<file path="src/rtl/itc_pkg.sv">
// Package: shared types for the interval timer channel.
// Assumes: consumers import the package; no state lives here.
package itc_pkg;
    // Channel sequencing: stopped, armed for a fresh load, counting.
    typedef enum logic [1:0] {
        ST_STOP  = 2'd0,
        ST_ARMED = 2'd1,
        ST_RUN   = 2'd2
    } itc_state_e;
endpackage

</file>
<file path="src/rtl/itc_ctrl.sv">
// Module: itc_ctrl
// Sequences the channel. It handles the start and stop strobes (stop
// wins), holds the mode bit, issues the load and decrement commands to
// the counter, and generates the one-cycle interrupt pulse.
// Assumes: cnt_zero comes from the counter register of the same cycle.
module itc_ctrl
    import itc_pkg::*;
(
    input  logic clk,
    input  logic rst_n,
    input  logic cnt_en,
    input  logic start_trig,
    input  logic stop_trig,
    input  logic mode_we,
    input  logic mode_din,
    input  logic cnt_zero,
    output logic do_load,
    output logic do_dec,
    output logic fire,
    output logic running,
    output logic mode_q,
    output logic irq
);
    itc_state_e state_q;
    logic       act;

    // Count-clock enables are ignored while a strobe is being applied.
    assign act     = cnt_en && (state_q != ST_STOP) && !stop_trig && !start_trig;
    assign do_load = act && ((state_q == ST_ARMED) || cnt_zero);
    assign do_dec  = act && (state_q == ST_RUN) && !cnt_zero;
    assign fire    = act && (((state_q == ST_ARMED) && mode_q) ||
                             ((state_q == ST_RUN) && cnt_zero));
    assign running = (state_q != ST_STOP);

    // Channel state: stop has priority, start re-arms, first tick starts counting.
    always_ff @(posedge clk) begin
        if (!rst_n)
            state_q <= ST_STOP;
        else if (stop_trig)
            state_q <= ST_STOP;
        else if (start_trig)
            state_q <= ST_ARMED;
        else if (act && (state_q == ST_ARMED))
            state_q <= ST_RUN;
    end

    // Mode bit: writable only while stopped.
    always_ff @(posedge clk) begin
        if (!rst_n)
            mode_q <= 1'b0;
        else if (mode_we && (state_q == ST_STOP))
            mode_q <= mode_din;
    end

    // Interrupt pulse: registered copy of the fire event.
    always_ff @(posedge clk) begin
        if (!rst_n)
            irq <= 1'b0;
        else
            irq <= fire;
    end


    stop_clears_run_chk: assert property (@(posedge clk) disable iff (!rst_n)
        stop_trig |=> !running);


    mode_frozen_chk: assert property (@(posedge clk) disable iff (!rst_n)
        (running && mode_we) |=> (mode_q == $past(mode_q)));


    irq_needs_tick_chk: assert property (@(posedge clk) disable iff (!rst_n)
        irq |-> $past(cnt_en));
endmodule

</file>
<file path="src/rtl/itc_counter.sv">
// Module: itc_counter
// Holds the period register and the down counter. The counter loads from
// the period or decrements, as commanded by the control logic.
// Assumes: do_load and do_dec are never both high.
module itc_counter #(
    parameter int CNT_W = 16
) (
    input  logic             clk,
    input  logic             rst_n,
    input  logic             period_we,
    input  logic [CNT_W-1:0] period_din,
    input  logic             do_load,
    input  logic             do_dec,
    output logic [CNT_W-1:0] cnt_q,
    output logic [CNT_W-1:0] period_q,
    output logic             cnt_zero
);
    localparam logic [CNT_W-1:0] CNT_RST = {CNT_W{1'b1}};
    localparam logic [CNT_W-1:0] ONE     = {{(CNT_W-1){1'b0}}, 1'b1};

    assign cnt_zero = (cnt_q == '0);

    // Period register: writable at any time, used at the next load.
    always_ff @(posedge clk) begin
        if (!rst_n)
            period_q <= '0;
        else if (period_we)
            period_q <= period_din;
    end

    // Counter: reload or count down on command, otherwise hold.
    always_ff @(posedge clk) begin
        if (!rst_n)
            cnt_q <= CNT_RST;
        else if (do_load)
            cnt_q <= period_q;
        else if (do_dec)
            cnt_q <= cnt_q - ONE;
    end


    dec_by_one_chk: assert property (@(posedge clk) disable iff (!rst_n)
        do_dec |=> (cnt_q == $past(cnt_q) - ONE));


    idle_hold_chk: assert property (@(posedge clk) disable iff (!rst_n)
        (!do_load && !do_dec) |=> $stable(cnt_q));
endmodule

</file>
<file path="src/rtl/itc_wave.sv">
// Module: itc_wave
// Owns the output-enable bit and the wave level. The timer toggles the
// level while output is enabled. Software writes it while output is
// disabled, or while the channel is stopped.
// Assumes: fire is only high while the channel runs.
module itc_wave (
    input  logic clk,
    input  logic rst_n,
    input  logic fire,
    input  logic running,
    input  logic oe_we,
    input  logic oe_din,
    input  logic lvl_we,
    input  logic lvl_din,
    output logic oe_q,
    output logic lvl_q
);
    // Output-enable bit: writable at any time.
    always_ff @(posedge clk) begin
        if (!rst_n)
            oe_q <= 1'b0;
        else if (oe_we)
            oe_q <= oe_din;
    end

    // Wave level: timer toggle when enabled, else software write if allowed.
    always_ff @(posedge clk) begin
        if (!rst_n)
            lvl_q <= 1'b0;
        else if (oe_q && fire)
            lvl_q <= ~lvl_q;
        else if (lvl_we && (!oe_q || !running))
            lvl_q <= lvl_din;
    end


    timer_owned_hold_chk: assert property (@(posedge clk) disable iff (!rst_n)
        (oe_q && running && !fire) |=> $stable(lvl_q));


    sw_owned_hold_chk: assert property (@(posedge clk) disable iff (!rst_n)
        (!oe_q && !lvl_we) |=> $stable(lvl_q));
endmodule

</file>
<file path="src/rtl/interval_timer_chan.sv">
// Module: interval_timer_chan (top)
// One interval timer channel: control sequencing, a reloadable down
// counter and a toggling wave output.
// Assumes: cnt_en is already divided down by an external prescaler.
module interval_timer_chan #(
    parameter int CNT_W = 16
) (
    input  logic             clk,
    input  logic             rst_n,
    input  logic             cnt_en,
    input  logic             start_trig,
    input  logic             stop_trig,
    input  logic             period_we,
    input  logic [CNT_W-1:0] period_din,
    input  logic             mode_we,
    input  logic             mode_din,
    input  logic             oe_we,
    input  logic             oe_din,
    input  logic             lvl_we,
    input  logic             lvl_din,
    output logic [CNT_W-1:0] count_val,
    output logic [CNT_W-1:0] period_val,
    output logic             running,
    output logic             mode_val,
    output logic             oe_val,
    output logic             wave_out,
    output logic             irq
);
    logic do_load, do_dec, fire, cnt_zero;

    itc_ctrl u_ctrl (
        .clk        (clk),
        .rst_n      (rst_n),
        .cnt_en     (cnt_en),
        .start_trig (start_trig),
        .stop_trig  (stop_trig),
        .mode_we    (mode_we),
        .mode_din   (mode_din),
        .cnt_zero   (cnt_zero),
        .do_load    (do_load),
        .do_dec     (do_dec),
        .fire       (fire),
        .running    (running),
        .mode_q     (mode_val),
        .irq        (irq)
    );

    itc_counter #(.CNT_W(CNT_W)) u_cnt (
        .clk        (clk),
        .rst_n      (rst_n),
        .period_we  (period_we),
        .period_din (period_din),
        .do_load    (do_load),
        .do_dec     (do_dec),
        .cnt_q      (count_val),
        .period_q   (period_val),
        .cnt_zero   (cnt_zero)
    );

    itc_wave u_wave (
        .clk     (clk),
        .rst_n   (rst_n),
        .fire    (fire),
        .running (running),
        .oe_we   (oe_we),
        .oe_din  (oe_din),
        .lvl_we  (lvl_we),
        .lvl_din (lvl_din),
        .oe_q    (oe_val),
        .lvl_q   (wave_out)
    );
endmodule

</file>
<file path="config.mk">
export PLATFORM = sky130hd
export DESIGN_NAME = interval_timer_chan
export DESIGN_NICKNAME = d
export VERILOG_FILES = /design/src/rtl/itc_pkg.sv /design/src/rtl/itc_ctrl.sv /design/src/rtl/itc_counter.sv /design/src/rtl/itc_wave.sv /design/src/rtl/interval_timer_chan.sv
export SDC_FILE = /design/constraint.sdc
export NUM_CORES = 1
export LEC_CHECK = 0
export ABC_AREA = 1
export BUFFER_PORTS_ARGS = -buffer_cell sky130_fd_sc_hd__buf_2
export CAP_MARGIN = 20
export CORE_MARGIN = 5
export CORE_UTILIZATION = 55
export CTS_CLUSTER_DIAMETER = 80
export DETAILED_ROUTE_END_ITERATION = 6
export PLACE_DENSITY_LB_ADDON = 0.3
export SYNTH_ARGS = -nofsm -noshare
export SYNTH_HDL_FRONTEND = slang
export SYNTH_SLANG_ARGS = --single-unit
</file>
<file path="constraint.sdc">
create_clock -name clk -period 3.05 [get_ports clk]
set_input_delay 0.305 -clock clk [delete_from_list [all_inputs] [get_ports clk]]
set_output_delay 0.305 -clock clk [all_outputs]
set_load 0.02 [all_outputs]
</file>
* Word-level counts from Yosys, hierarchy flattened
Cells that the tools add are included.
W data, S select, Z words.
** Storage, ports and cells
- Register bits :: 38
- Logic and storage cells :: 48
- Output and inout bits :: 37
** Cells by class
- Eq/ne operators :: 2
- $add $sub $neg :: 1
- Reduce and logical (&&, ||, !) cells :: 29
- Bitwise gates (word level) :: 2
- Multiplexer cells :: 6
** Operators by type and width (count)
- $mux W16 :: 2
- $logic_not A16 Y1 :: 1
- $sub A16 B1 Y16 const B :: 1
- $logic_and A1 B1 Y1 :: 13
- $reduce_bool A2 Y1 :: 4
- $logic_not A1 Y1 :: 5
- $mux W1 :: 4
- $logic_or A1 B1 Y1 :: 3
- $reduce_or A3 Y1 :: 1
- $eq A2 B1 Y1 const B :: 1
- $eq A2 B2 Y1 const B :: 1
- $logic_not A2 Y1 :: 1
- $not A1 Y1 :: 2
- $reduce_or A2 Y1 :: 1

* Longest topological paths before layout
Gate-level depths: netlist of run 1.
- Depth after elaboration :: 8
- Depth in mapped cells :: 11
- Gate-level depth less buffers :: 10

* Hierarchy
From an unflattened synthesis of run 1, not the netlist that was laid out.
** Unflattened totals
- Cells, all modules :: 276
- Area total of the unflattened synthesis :: 1974.4 um^2
** Modules (own cells, without submodules)
- itc_counter :: area each 1631.6 um^2, cells an instance 221, instances 1, sequential area each 640.6 um^2
- itc_ctrl :: area each 236.5 um^2, cells an instance 38, instances 1, sequential area each 80.1 um^2
- itc_wave :: area each 106.4 um^2, cells an instance 17, instances 1, sequential area each 40.0 um^2

* Worst setup path before layout of run 1
OpenSTA, ideal clock, no wires.
- Kind :: register -> register
- Start :: reg u_cnt.cnt_q[0]
- End :: reg u_cnt.cnt_q[8]
- Clock period less this slack :: 1.633 ns
- Stages on the path, launching flop included :: 11
- Buffers on the path :: 1
- Data arrival time :: 1.510 ns
- Path slack :: 1.417 ns
- Data required time :: 2.927 ns
- Cells stage by stage :: dfxtp_1 -> inv_1 -> ha_1 -> nand2_4 -> nor2_4 -> nand2_4 -> nand2_4 -> nand2_4 -> buf_6 -> o21ai_2 -> nand2_1
** On the way
- Word-level cells in the longest chain between the ends :: 4
** RTL lines
- start: declaration :: line itc_counter.sv:14 : output logic [CNT_W-1:0] cnt_q,
- start signal: assignment :: line itc_counter.sv:36 : cnt_q <= period_q;
- start signal: assignment :: line itc_counter.sv:38 : cnt_q <= cnt_q - ONE;
- parallel branches: the longest is 4 deep, another holds $sub A16 B1 Y16
Several ways; the timed one is not identified. The select of a mux whose other input is x is not followed.
A chain may end at the register's enable or synchronous reset.

* Worst setup path in the final report of run 1
- Start :: reg u_cnt.cnt_q[0]
- End :: reg u_cnt.cnt_q[2]
Same word-level chain as after synthesis.

==> results of run 1 <==
flip-flops by register name (all words and copies together), names as in the netlist:
name            flops
u_wave.lvl_q        1
u_wave.oe_q         1
u_ctrl.state_q      2
u_ctrl.irq          1
u_cnt.period_q     16
u_cnt.cnt_q        16
u_ctrl.mode_q       1
report_power, final:
group	internal (mW)	switching, mW
Clock	0.262	0.172
Combinational	0.0456	0.0760
Sequential	0.517	0.0184
cell usage after synthesis:
cell | instances | area [µm²]
inv_1 | 36 | 135
dfxtp_1 | 38 | 761
xor2_1 | 2 | 17.5
clkbuf_1 | 4 | 15.0
nor3_1 | 2 | 10.0
a21boi_0 | 1 | 7.51
buf_4 | 2 | 15.0
nand3_1 | 52 | 260
inv_2 | 1 | 3.75
o21bai_1 | 1 | 7.51
or2_2 | 1 | 6.26
nand2_2 | 1 | 6.26
nand3_2 | 2 | 20.0
dlygate4sd1_1 | 1 | 8.76
nand2_1 | 70 | 263
buf_6 | 4 | 45.0
nor2_1 | 56 | 210
nor2_4 | 3 | 33.8
nor2_2 | 3 | 18.8
o21ai_0 | 21 | 105
nand3b_1 | 6 | 45.0
o21ai_2 | 1 | 8.76
ha_1 | 1 | 12.5
nand4_1 | 1 | 6.26
nand2_4 | 4 | 45.0
a21oi_1 | 3 | 15.0
cell families after synthesis:
logic type / count (synthesis) / synth area share [%]
compound gates: 27 / 6.91
simple gates: 201 / 44.4
xor+xnor: 2 / 0.841
fa+ha+maj: 1 / 0.601
buf+inv: 48 / 10.7
flops: 38 / 36.5
final timing paths:
check | from | end
min reg2reg | u_ctrl.mode_q | u_ctrl.mode_q
max reg2reg | u_cnt.cnt_q[0] | u_cnt.cnt_q[2]
min | period_din[11] | u_cnt.period_q[11]
max | u_cnt.cnt_q[0] | u_cnt.cnt_q[2]
metrics by stage:
step           worst slack, ns  utilization [%]  cell area [µm²]  total power [mW]
4_1_cts                   1.22             68.0             2490              1.10
2_1_floorplan             1.42                -             2080             0.618
5_1_grt                   1.07             68.0             2490              1.13
6_report                  1.22             68.0             2490              1.09
3_5_place_dp              1.23             65.0             2380             0.668
3_3_place_gp              1.29             65.0             2380             0.665
area by class of cell:
cell class	instances	share of cell area [%]
timing repair buffer	64	12.9
multi-input combinational	231	44.1
inverter	37	5.58
clock buffer	6	3.31
sequential	38	30.5
tap	48	2.41
clock inverter	1	1.21
metal layers:
layer	routed length (µm)	vias up	track usage [%]
li1	-	1122	-
met1	2430	935	27.3
met2	2270	61	33.6
met3	294	7	4.63
met4	78	0	7.52
met5	0	-	0
worst max-delay path: stages (launching register included):
cell	delay (ns)
dfxtp_1	0.32
inv_1	0.11
ha_1	0.30
nand2_4	0.09
nor2_4	0.19
nand2_4	0.10
nand2_4	0.15
nand2_4	0.19
nand3_1	0.13
nand3_1	0.09
==> summary.md, run 1 <==
| Metric | Value |
|---|---|
| Outcome | `completed` |
| Placed insts | `~420` |
| CTS Buf Count | `5` |
| Crit-path max FO | `24` |
| Slew headroom | `~65%` |
| Final TNS setup | `0 ns` |
| RSZ-0062 raised after global routing | `false` |
| Share of layout cells above drive strength 1 | `23.1%` |
| Worst reg-to-reg setup slack | `1.22 ns` |
| Yosys reg bits | `38` |
| Sequential element share of the synthesized area | `36.5%` |
| Die height | `71.5 µm` |
| Mean routed wirelength per cell | `around 12 µm` |
| CP required | `3.20 ns` |
| Tot GR Track Use | `20.8%` |
| Initial DRC count | `between 100 and 150` |
| Footprint of the multi-input gates | `0.00110 mm²` |
| Final Hold Fails | `0` |
| Hold_ws | `0.237 ns` |
| 1st-pass router iterations | `5` |
| Site row count | `22` |
| CP startpoint kind | `register` |
| Clock input transition at the sequential cells of the worst setup and hold paths | `0.07 ns` |
| Final period util | `60.1%` |
| # DRC | `0` |
| Avg Inst Size Synth | `6.57 µm²` |
| Post-cts sizing count | `0` |
| Gate Count Post-Synth | `317` |
| Clock latency on the worst-skew pair | `around 0.29 ns` |
| Root Driver | `clkbuf_8` |
| Antenna violations before repair | `0` |
| Filler Cell Count | `about 340` |
| Synth Warn # | `0` |
| Most frequent cells in the layout | `70 x nand2_1, 64 x buf_2, 56 x nor2_1` |
| Pins over their slew limit | `0` |
| First-pass GRT wire length | `about 8600 µm` |
| Max VDD drop | `0.277 mV` |
| Setup violators final | `0` |
| Core ar. | `about 0.0037 mm²` |
| H-Tree Depth | `2` |
| Full die area | `0.00512 mm²` |
| Largest net degree at the start of global routing | `36` |
| Seq. cell area | `761 µm²` |
| Vias per inst | `5.00` |
| Initial Util | `roughly 57%` |
| CP Data Arrival Time | `1.98 ns` |
| Io pins | `65` |
| CTS tree | `done` |
| Netlist cell types | `26` |
| Total clock sinks | `38` |
| Total number of vias | `approximately 2100` |
| Grt total ovfl | `0` |
| Crit end category | `register` |
| Worst Skew | `0.00407 ns` |
| Most common cell after layout, fill and taps aside | `nand2_1` |
| Fin nets | `406` |
| Maxcap violations | `0` |
| Post-Syn Area | `~0.0021 mm²` |
| CTS max path bufs | `2` |
| GP Congestion | `between 0.9 and 1` |
| Die W | `71.5 µm` |
| Setup Crit Path Kind | `register to register` |
| DRT antenna net count | `0` |
| Layout area overhead | `19.7%` |
| Worst hold path class | `input port to register` |
| Port bufs | `64` |
| DP HPWL | `3880 µm` |
| Final min period | `1.83 ns` |
| Post-CTS Hold Fix Bufs | `0` |
| Power per standard cell area | `438 mW/mm²` |
| Antenna diodes | `0` |
| Leakage | `1.34 nW` |
| Postcts setup bufs | `0` |
| Layout Cells excl Fill | `425` |
| Syn_nets | `approximately 350` |
| R2r worst-path depth | `9` |
| Max Fclk | `0.546 GHz` |
| Vias in the first global route | `1964` |
| DRT Wirelength | `5080 µm` |
| Hold Crit Depth | `3` |
| Worst Max-Slew Pin Slew | `0.531 ns` |
No activity file was read; power rests on OpenSTA's default activity.
==> run 2: changes to the inputs <==
--- a/config.mk
+++ b/config.mk
@@ -5,11 +5,11 @@
 export SDC_FILE = /design/constraint.sdc
 export NUM_CORES = 1
 export LEC_CHECK = 0
-export ABC_AREA = 1
+export ABC_AREA = 0
 export BUFFER_PORTS_ARGS = -buffer_cell sky130_fd_sc_hd__buf_2
 export CAP_MARGIN = 20
 export CORE_MARGIN = 5
-export CORE_UTILIZATION = 55
+export CORE_UTILIZATION = 49
 export CTS_CLUSTER_DIAMETER = 80
 export DETAILED_ROUTE_END_ITERATION = 6
 export PLACE_DENSITY_LB_ADDON = 0.3
==> constraint.sdc (replaced) <==
create_clock -name clk -period 1.78 [get_ports clk]
set_input_delay 0.178 -clock clk [delete_from_list [all_inputs] [get_ports clk]]
set_output_delay 0.178 -clock clk [all_outputs]
set_load 0.02 [all_outputs]
==> summary.md, run 2 <==
| Metric | Value |
|---|---|
| Outcome | `complete, but fails checks` |
| Setup slack after placement | `-0.153 ns` |
| GP Congestion | `0.909` |
| Vias in the first global route | `1793` |
| Seq. cell area | `771 µm²` |
| DP HPWL | `3540 µm` |
| Met1 Use GR | `30.8%` |
| Vias per inst | `between 5 and 6` |
| Site row count | `21` |
| Antenna diodes | `0` |
| Worst Max-Slew Pin Slew | `0.516 ns` |
| # DRC | `0` |
| Max VDD drop | `around 0.48 mV` |
| Root Driver | `clkbuf_4` |
| Largest net degree at the start of global routing | `28` |
| Commonest cells in the netlist | `43 x nor2_1, 38 x dfxtp_1, 17 x mux2i_1` |
| Sequential element share of the synthesized area | `a little over two fifths` |
| 1st-pass router iterations | `4` |
| Max Fclk | `0.506 GHz` |
| Hold_ws | `0.0488 ns` |
| Yosys reg bits | `38` |
| Crit end category | `register` |
| Post-CTS Hold Fix Bufs | `0` |
| CP required | `2.00 ns` |
| GRT busiest layer | `met2` |
| Port bufs | `64` |
| CP startpoint kind | `register` |
| Worst Skew | `0.0110 ns` |
| Grt total ovfl | `0` |
| Synth area leaders | `dfxtp_1 43%, mux2i_1 9.6%, nor2_1 9.1%` |
| Placed Instance Area | `0.00233 mm²` |
| Gate Count Post-Synth | `200` |
| Ys async rst share | `0%` |
| Clock latency on the worst-skew pair | `roughly 0.34 ns` |
| Slew headroom | `around 66%` |
| Fin nets | `316` |
| Worst hold path class | `input port to register` |
| Core ar. | `0.00342 mm²` |
| Post-Syn Area | `0.00177 mm²` |
| Most frequent cells in the layout | `64 x buf_2, 39 x nor2_1, 34 x dfxtp_1` |
| DRT Wirelength | `5510 µm` |
| Mean routed wirelength per cell | `~17 µm` |
| CTS max path bufs | `2` |
| Syn_nets | `229` |
| Final WS setup | `-0.195 ns` |
| Full die area | `slightly below 0.005 mm²` |
| Pins over their slew limit | `0` |
| M3 GR Usage | `under 10%` |
| Util after Layout | `75.1%` |
| Netlist cell types | `44` |
| Cell taking the most area after synthesis | `dfxtp_1` |
| Die height | `between 70 and 80 µm` |
| Tot GR Track Use | `22.8%` |
| Share of the synthesized area in the top cell type | `a little over two fifths` |
| Final Hold Fails | `0` |
| CP Data Arrival Time | `2.20 ns` |
| Number of synthesized flops with an enable pin | `0` |
| Footprint of the multi-input gates | `0.00111 mm²` |
| Avg Inst Size Synth | `about 8.9 µm²` |
| Total clock sinks | `38` |
| H-Tree Depth | `2` |
| RSZ-0062 raised after global routing | `true` |
| CTS Buf Count | `5` |
| Setup Crit Path Kind | `register to register` |
| Synth Warn # | `0` |
| Cell with the most instances after synthesis | `nor2_1` |
| Failing checks | `setup timing` |
| Final min period | `1.98 ns` |
| Total number of vias | `1873` |
| Die W | `70.2 µm` |
| Final period util | `111%` |
| GR Util met2 | `34.5%` |
| Setup violators final | `17` |
| Share of layout cells above drive strength 1 | `42.4%` |
| Main flop type after synthesis | `dfxtp_1` |
| Clock input transition at the sequential cells of the worst setup and hold paths | `around 0.12 ns` |
| Crit-path max FO | `5` |
| Initial Util | `51.9%` |
| CTS tree | `done` |
| Most common cell after layout, fill and taps aside | `buf_2` |
| Layout area overhead | `44.6%` |
| Io pins | `65` |
| Power per standard cell area | `671 mW/mm²` |
| Initial DRC count | `163` |
| Leakage | `around 1.1 nW` |
| DRT antenna net count | `0` |
| Top flop regs | `u_cnt.cnt_q (16), u_cnt.period_q (16), u_ctrl.state_q (2)` |
| Design Area, Final | `0.00256 mm²` |
| Filler Cell Count | `approximately 260` |
| Maxcap violations | `0` |
| First-pass GRT wire length | `between 9000 and 10000 µm` |
| Antenna violations before repair | `0` |
run 2: changes by cell type in the layout (fill, tap and decap cells not counted), moves of 6 or more:
cell,before,now
o21ai_0,21,1
inv_1,36,3
xnor2_1,0,10
nor2_1,56,39
mux2i_1,0,17
nand3_1,52,3
clkbuf_8,6,0
nand2_1,70,7
o21ai_1,0,9
buf_4,0,20
run 2: final cells by class:
class,instances,share of cell area (%)
Multi-Input combinational cell,150,43.4
Tap cell,46,2.24
Clock inverter,1,1.17
Timing Repair Buffer,88,20.8
Inverter,4,0.585
Sequential cell,38,30.0
Clock buffer,7,1.76
run 2: routing by layer:
metal	part of all wire, %	wire (µm)
met2	46	2540
met4	2.2	121
met3	9.9	548
met1	42	2300
met5	0	0
run 2: logic make-up after synthesis:
group / share of synthesized area, %
fa+ha+maj: 0.705
simple gates: 26.0
flops: 42.9
compound gates: 11.4
xor+xnor: 6.42
mux: 9.59
buf+inv: 3.03
run 2: worst max-delay path, cell delays in order (launching register included):
cell and delay [ns]:
dfxtp_4 0.36, or4_4 0.55, and4bb_2 0.37, buf_4 0.17, a41oi_4 0.17, nor2_2 0.16, o21ai_1 0.09
run 2: through the flow:
stage | cells | power (mW) | setup TNS, ns
finish | 334 | 1.72 | -2.41
global route | 334 | 1.79 | -3.41
CTS | 335 | 1.72 | -1.88
detailed placement | 322 | 1.14 | -1.45
global placement | 322 | 1.14 | -0.973
floorplan | 200 | 1.05 | -0.768
run 2: power breakdown:
part | internal [mW] | switching [mW]
Sequential | 0.881 | 0.0313
Combinational | 0.0947 | 0.130
Clock | 0.298 | 0.285
Total | 1.27 | 0.447
run 2: repair_timing:
action                     CTS  global route
gates resized for setup     15             7
cloned                       2             0
hold endpoints to repair     0             0
setup endpoints to repair   17            18
setup buffers                4             1
pin swaps                    9            10
run 2: path summary, 6_finish.rpt:
| check | startpoint | cells past startpoint | endpoint | slack [ns] |
|---|---|---|---|---|
| worst max register to register | u_cnt.cnt_q[8] | 6 | u_cnt.cnt_q[3] | -0.20 |
| worst min register to register | u_cnt.period_q[11] | 2 | u_cnt.cnt_q[11] | 0.50 |
| worst max-delay path | u_cnt.cnt_q[8] | 6 | u_cnt.cnt_q[3] | -0.20 |
| worst min-delay path | start_trig | 2 | u_ctrl.state_q[1] | 0.05 |
